<file path="src/rtl/uart_irq_pkg.sv">
package uart_irq_pkg;

    typedef enum logic [2:0] {
        ID_MODEM   = 3'b000,
        ID_TXEMPTY = 3'b001,
        ID_RXDATA  = 3'b010,
        ID_LINE    = 3'b011,
        ID_TIMEOUT = 3'b110
    } irq_code_e;

    // index of each line inside the 4-bit modem vectors
    localparam int MS_CTS = 0;
    localparam int MS_DSR = 1;
    localparam int MS_RI  = 2;
    localparam int MS_DCD = 3;

    typedef struct packed {
        logic [3:0] stat;
        logic [3:0] delta;
    } modem_st_t;

    typedef struct packed {
        logic empty;
        logic en;
        logic pend;
    } thre_st_t;

endpackage

</file>
<file path="src/rtl/uart_irq_modem.sv">
module uart_irq_modem
    import uart_irq_pkg::*;
(
    input  logic       clk,
    input  logic       rst_n,
    input  logic       loopback,
    input  logic [3:0] mctl,
    input  logic [3:0] modem_n,
    input  logic       msr_read,
    output logic [3:0] stat,
    output logic [3:0] delta
);

    modem_st_t st_d, st_q;
    logic [3:0] line_now;
    logic [3:0] chg;

    always_comb begin
        line_now     = loopback ? mctl : ~modem_n;
        chg          = line_now ^ st_q.stat;
        // ring flag only on the trailing edge (asserted -> deasserted)
        chg[MS_RI]   = st_q.stat[MS_RI] & ~line_now[MS_RI];
        st_d.stat    = line_now;
        st_d.delta   = (msr_read ? 4'b0000 : st_q.delta) | chg;
    end

    always_ff @(posedge clk or negedge rst_n) begin
        if (!rst_n) st_q <= '0;
        else        st_q <= st_d;
    end

    assign stat  = st_q.stat;
    assign delta = st_q.delta;


    ring_trailing_chk: assert property (@(posedge clk) disable iff (!rst_n)
        $rose(st_q.delta[MS_RI]) |-> ($past(st_q.stat[MS_RI]) && !st_q.stat[MS_RI]));


    read_clears_chk: assert property (@(posedge clk) disable iff (!rst_n)
        msr_read |=> ((st_q.delta == 4'b0000) || (st_q.stat != $past(st_q.stat))));

endmodule

</file>
<file path="src/rtl/uart_irq_thre.sv">
module uart_irq_thre
    import uart_irq_pkg::*;
(
    input  logic clk,
    input  logic rst_n,
    input  logic thr_empty,
    input  logic en_tx,
    input  logic thr_write,
    input  logic id_ack,
    output logic pend
);

    thre_st_t st_d, st_q;
    logic set_ev;

    always_comb begin
        set_ev     = (thr_empty & ~st_q.empty) | (en_tx & ~st_q.en & thr_empty);
        st_d.empty = thr_empty;
        st_d.en    = en_tx;
        st_d.pend  = (st_q.pend | set_ev) & ~thr_write & ~id_ack;
    end

    always_ff @(posedge clk or negedge rst_n) begin
        if (!rst_n) begin
            st_q.empty <= 1'b1;
            st_q.en    <= 1'b0;
            st_q.pend  <= 1'b0;
        end else begin
            st_q <= st_d;
        end
    end

    assign pend = st_q.pend;


    write_clears_chk: assert property (@(posedge clk) disable iff (!rst_n)
        thr_write |=> !pend);


    ack_clears_chk: assert property (@(posedge clk) disable iff (!rst_n)
        id_ack |=> !pend);

endmodule

</file>
<file path="src/rtl/uart_irq_prio.sv">
module uart_irq_prio
    import uart_irq_pkg::*;
#(
    parameter int LVL_W   = 5,
    parameter int TRIG_L0 = 1,
    parameter int TRIG_L1 = 4,
    parameter int TRIG_L2 = 8,
    parameter int TRIG_L3 = 14
) (
    input  logic [3:0]       en,
    input  logic             line_err,
    input  logic             fifo_en,
    input  logic [1:0]       trig_sel,
    input  logic [LVL_W-1:0] rx_level,
    input  logic             rx_timeout,
    input  logic             tx_pend,
    input  logic             modem_chg,
    output logic             pending,
    output irq_code_e        code
);

    localparam logic [LVL_W-1:0] TRIG_TAB [4] = '{LVL_W'(TRIG_L0), LVL_W'(TRIG_L1),
                                                  LVL_W'(TRIG_L2), LVL_W'(TRIG_L3)};
    localparam logic [LVL_W-1:0] ONE_WORD = LVL_W'(1);

    logic [LVL_W-1:0] thresh;
    logic rx_avail;
    logic p_line, p_rx, p_to, p_tx, p_ms;

    always_comb begin
        thresh   = fifo_en ? TRIG_TAB[trig_sel] : ONE_WORD;
        rx_avail = (rx_level >= thresh);
        p_line   = en[2] & line_err;
        p_rx     = en[0] & rx_avail;
        p_to     = en[0] & rx_timeout;
        p_tx     = en[1] & tx_pend;
        p_ms     = en[3] & modem_chg;
        pending  = p_line | p_rx | p_to | p_tx | p_ms;
        if (p_line)     code = ID_LINE;
        else if (p_rx)  code = ID_RXDATA;
        else if (p_to)  code = ID_TIMEOUT;
        else if (p_tx)  code = ID_TXEMPTY;
        else            code = ID_MODEM;
    end

endmodule

</file>
<file path="src/rtl/uart_irq_ident.sv">
module uart_irq_ident
    import uart_irq_pkg::*;
#(
    parameter int LVL_W   = 5,
    parameter int TRIG_L0 = 1,
    parameter int TRIG_L1 = 4,
    parameter int TRIG_L2 = 8,
    parameter int TRIG_L3 = 14
) (
    input  logic             clk,
    input  logic             rst_n,
    input  logic [3:0]       int_en,
    input  logic             fifo_en,
    input  logic [1:0]       trig_sel,
    input  logic [LVL_W-1:0] rx_level,
    input  logic             rx_timeout,
    input  logic             line_err,
    input  logic             thr_empty,
    input  logic             thr_write,
    input  logic             id_read,
    input  logic             msr_read,
    input  logic             loopback,
    input  logic [3:0]       mctl,
    input  logic [3:0]       modem_n,
    output logic             irq,
    output logic [7:0]       id_val,
    output logic [7:0]       en_view,
    output logic [7:0]       msr_val
);

    logic [3:0] ms_stat, ms_delta;
    logic       tx_pend, pending, id_ack;
    irq_code_e  code;

    uart_irq_modem u_modem (
        .clk      (clk),
        .rst_n    (rst_n),
        .loopback (loopback),
        .mctl     (mctl),
        .modem_n  (modem_n),
        .msr_read (msr_read),
        .stat     (ms_stat),
        .delta    (ms_delta)
    );

    uart_irq_thre u_thre (
        .clk       (clk),
        .rst_n     (rst_n),
        .thr_empty (thr_empty),
        .en_tx     (int_en[1]),
        .thr_write (thr_write),
        .id_ack    (id_ack),
        .pend      (tx_pend)
    );

    uart_irq_prio #(
        .LVL_W   (LVL_W),
        .TRIG_L0 (TRIG_L0),
        .TRIG_L1 (TRIG_L1),
        .TRIG_L2 (TRIG_L2),
        .TRIG_L3 (TRIG_L3)
    ) u_prio (
        .en         (int_en),
        .line_err   (line_err),
        .fifo_en    (fifo_en),
        .trig_sel   (trig_sel),
        .rx_level   (rx_level),
        .rx_timeout (rx_timeout),
        .tx_pend    (tx_pend),
        .modem_chg  (|ms_delta),
        .pending    (pending),
        .code       (code)
    );

    always_comb begin
        id_ack  = id_read & pending & (code == ID_TXEMPTY);
        irq     = mctl[3] & pending;
        id_val  = {{2{fifo_en}}, 2'b00, code, ~pending};
        en_view = {4'b0000, int_en};
        msr_val = {ms_stat, ms_delta};
    end


    line_top_chk: assert property (@(posedge clk) disable iff (!rst_n)
        (int_en[2] && line_err) |-> (id_val[3:0] == 4'h6));


    irq_flag_chk: assert property (@(posedge clk) disable iff (!rst_n)
        irq |-> !id_val[0]);


    irq_gate_chk: assert property (@(posedge clk) disable iff (!rst_n)
        !mctl[3] |-> !irq);

endmodule

</file>
<file path="config.mk">
export PLATFORM = sky130hd
export DESIGN_NAME = uart_irq_ident
export DESIGN_NICKNAME = d
export VERILOG_FILES = /design/src/rtl/uart_irq_pkg.sv /design/src/rtl/uart_irq_modem.sv /design/src/rtl/uart_irq_thre.sv /design/src/rtl/uart_irq_prio.sv /design/src/rtl/uart_irq_ident.sv
export SDC_FILE = /design/constraint.sdc
export NUM_CORES = 1
export LEC_CHECK = 0
export ABC_AREA = 1
export BUFFER_PORTS_ARGS = -buffer_cell sky130_fd_sc_hd__buf_2
export CAP_MARGIN = 20
export CORE_AREA = 10 10 60 50
export CTS_CLUSTER_DIAMETER = 50
export DETAILED_ROUTE_END_ITERATION = 6
export DIE_AREA = 0 0 70 60
export PLACE_DENSITY = 0.78
export SYNTH_ARGS = -nofsm -noshare
export SYNTH_HDL_FRONTEND = slang
export SYNTH_SLANG_ARGS = --single-unit
</file>
<file path="constraint.sdc">
create_clock -name clk -period 2.1 [get_ports clk]
set_clock_uncertainty 0.15 [all_clocks]
set_input_delay 0.315 -clock clk [delete_from_list [all_inputs] [get_ports clk]]
set_output_delay 0.315 -clock clk [all_outputs]
set_load 0.02 [all_outputs]
</file>
==> summary.txt <==
Yosys
  – Post-synth top area share: 35.2%
  – #FFs+latches synth: 11
  – Post-synthesis compound-gate area fraction: 13.0%
  – Post-Synthesis Cells: 94
  – Synth Area in XOR/XNOR: 0%
  – Synth Area in Adders: 7.04%
  – Main combinational cell family by area after synthesis: buffers and inverters
  – Post-synthesis mux area share: 0%
  – Synth area leader: dfrtp_1
  – Post-Syn Area: 711 um^2
  – Cell variety after synth: 16
  – Top area cells in the synthesized netlist: dfrtp_1, buf_4, nand2_1
  – Post-Synth Simple-Gate Area: 19.4%
  – Syn avg cell area: 7.56 um^2
  – Sequential area share after synthesis: 38.9%
  – Synth warnings: 0

STA
  – Final slew viol count: 0
  – Fin crit share: 96.9%
  – Final count of hold timing violations: 0
  – Final Setup Violations: 0
  – Tmin final: 2040 ps
  – Fin Setup TNS: 0 ps
  – Max Clock Freq: 0.491 GHz
  – Post-layout worst setup margin: 64.8 ps

Placement
  – DP Wirelength: 1820 um
  – # port buffers: 47
  – Pre-CTS setup slack: -0.665 ps
  – Placed Cells: 158
  – Gpl congestion: 0.760

Global route
  – Pin count of the biggest net entering global routing: 12
  – Vias in the first global route: 741
  – GRT Total Usage: 9.17%
  – Grt met1 use: 9.13%
  – Initial antenna violation count: 0
  – Gr ovfl total: 0
  – GR peak layer: met2
  – Met2 usage: 16.8%
  – Grt met3 use: 3.64%
  – First-pass GRT wire length: 3230 um

Die
  – Core area: 1890 um^2
  – Die W: 70 um
  – Die H: 60 um
  – Die ar.: 4200 um^2
  – I/O pin cnt: 54
  – Num rows: 14
  – Initial Utilization: 37.6%

Drt
  – Routed Antenna Nets: 0
  – DR WL/cell: 13.1 um
  – Drt total wl: 2160 um
  – Detailed-route via count: 732
  – First-pass DRT Iterations: 4
  – DRC: 0
  – Drt via density: 4.44
  – 1st-iter DRT viols: 14

Critical path
  – Setup CP Type: input pin to output port
  – Launching point of the worst reg2reg path: u_thre.st_q[2]$_DFF_PN1_
  – Crit path capture type: output port
  – CP max stage delay: 290 ps
  – Critical Path Start: fifo_en
  – Worst path arrival time: 1570 ps
  – CP top delay family: simple AND/OR/NAND/NOR gates
  – Worst R2R Setup Slack: 990 ps
  – Slowest-stage cell, CP: ha_1
  – Worst r2r path cells: 5
  – Worst setup SP type: input pin
  – Worst Path Required: 1630 ps
  – Worst-path fanout max: 6
  – End of the worst register-to-register path: u_thre.pend$_DFF_PN0_
  – Cell mode on critical path: nand2_1
  – Critical path cell sequence: buf_4 -> nand2_1 -> ha_1 -> nand2_1 -> nand2_1 -> nand2_1 -> nand3_2 -> nand2_2 -> buf_4 -> nand2_1 -> nor2_1 -> buf_2
  – Worst path bufs/invs: 3

Min path
  – End of the worst hold path: u_thre.st_q[1]$_DFF_PN0_
  – Worst hold start: int_en[1]
  – Hold Path Depth: 1
  – Min-delay worst type: input pin to flop

Clock tree
  – CTS buffer count: 3
  – CTS tree: built
  – Clock Tree Buf Depth: 2
  – Root Driver: clkbuf_4
  – Clk slew on worst S/H paths: 70 ps
  – # clock sinks: 11
  – Worst-Skew Late Latency: 270 ps
  – H-tree depth: 1

Finish
  – Layout cells sized above 1: 40.4%
  – Area growth syn-to-layout: 40.3%
  – Most frequent cells in the layout: buf_2, nand2_1, inv_1
  – Commonest non-fill, non-tap cell in the layout: buf_2
  – Number of fill cells: 177
  – Nets: 175
  – Fin cells: 165
  – Post-layout util: 52.7%
  – Antenna diodes: 0

Run status
  – Status: complete, no violations

Power and ir drop
  – Power per Cell Area: 581 nW/um^2
  – Leakage: 0.602 nW
  – Power Total: 0.000580 W
  – Worst vdd ir: 400 uV

Flow run
  – Max cap viols: 0
## worst max path at each step
stage                           end  slack (ps)  depth (start not counted)
after floorplan           id_val[3]         270                          9
after global placement          irq          80                         12
final                     id_val[3]          60                         12
after global routing            irq         -30                         12
after CTS                       irq          30                         12
after detailed placement        irq        -0.7                         12
## where the power goes
part	switching [W]	internal, W	total (W)
logic	0.000119	0.0000746	0.000193
clock network	0.0000721	0.0000704	0.000143
registers	0.0000119	0.000232	0.000244
## what timing repair did
item                                    CTS  global route
pin swaps                                 0             6
buffers inserted                          0             1
hold endpoints to repair                 12             0
resized for setup                         1            11
endpoints found under the setup margin    1             2
hold buffers                              2             0
## cell type report
type | instances | area [um^2] | area share (%)
Clock inverter | 1 | 5.00 | 0.502
Clock buffer | 3 | 22.5 | 2.26
Multi-Input combinational cell | 60 | 319 | 32.0
Inverter | 16 | 60.1 | 6.02
Sequential cell | 11 | 277 | 27.7
Tap cell | 24 | 30.0 | 3.01
Timing Repair Buffer | 50 | 284 | 28.5
## per-stage QoR
step | instance area (um^2) | hold slack (ps)
2_1_floorplan | 729 | -131
3_3_place_gp | 905 | 42.2
3_5_place_dp | 905 | 45.7
4_1_cts | 955 | 40.6
5_1_grt | 997 | 49.5
6_report | 997 | 50.1
## synthesized netlist by cell type
cell type	n
nand2_1	23
inv_1	16
buf_4	12
dfrtp_1	10
o21ai_0	6
nor2_1	5
ha_1	4
nand3_1	4
a22oi_1	3
o21ai_1	3
a21oi_1	2
nand4_1	2
a21boi_0	1
conb_1	1
dfstp_2	1
o21bai_1	1
## layer usage
metal	up-vias	wire (um)
met4	0	0
met5	-	0
met1	322	792
met2	34	1140
li1	376	-
met3	0	227
## state kept, by name, indices dropped and copies added (netlist names)
| name | count |
|---|---|
| u_modem.delta | 4 |
| u_modem.stat | 4 |
| u_thre.pend | 1 |
| u_thre.st_q | 2 |
## logic make-up after synthesis
group / count (synthesis)
AOI/OAI and AO/OA: 16
adders and majority gates: 4
buffers and inverters: 28
DFF: 11
other: 1
and+or+nand+nor: 34
(Power assumes the default switching activity.)
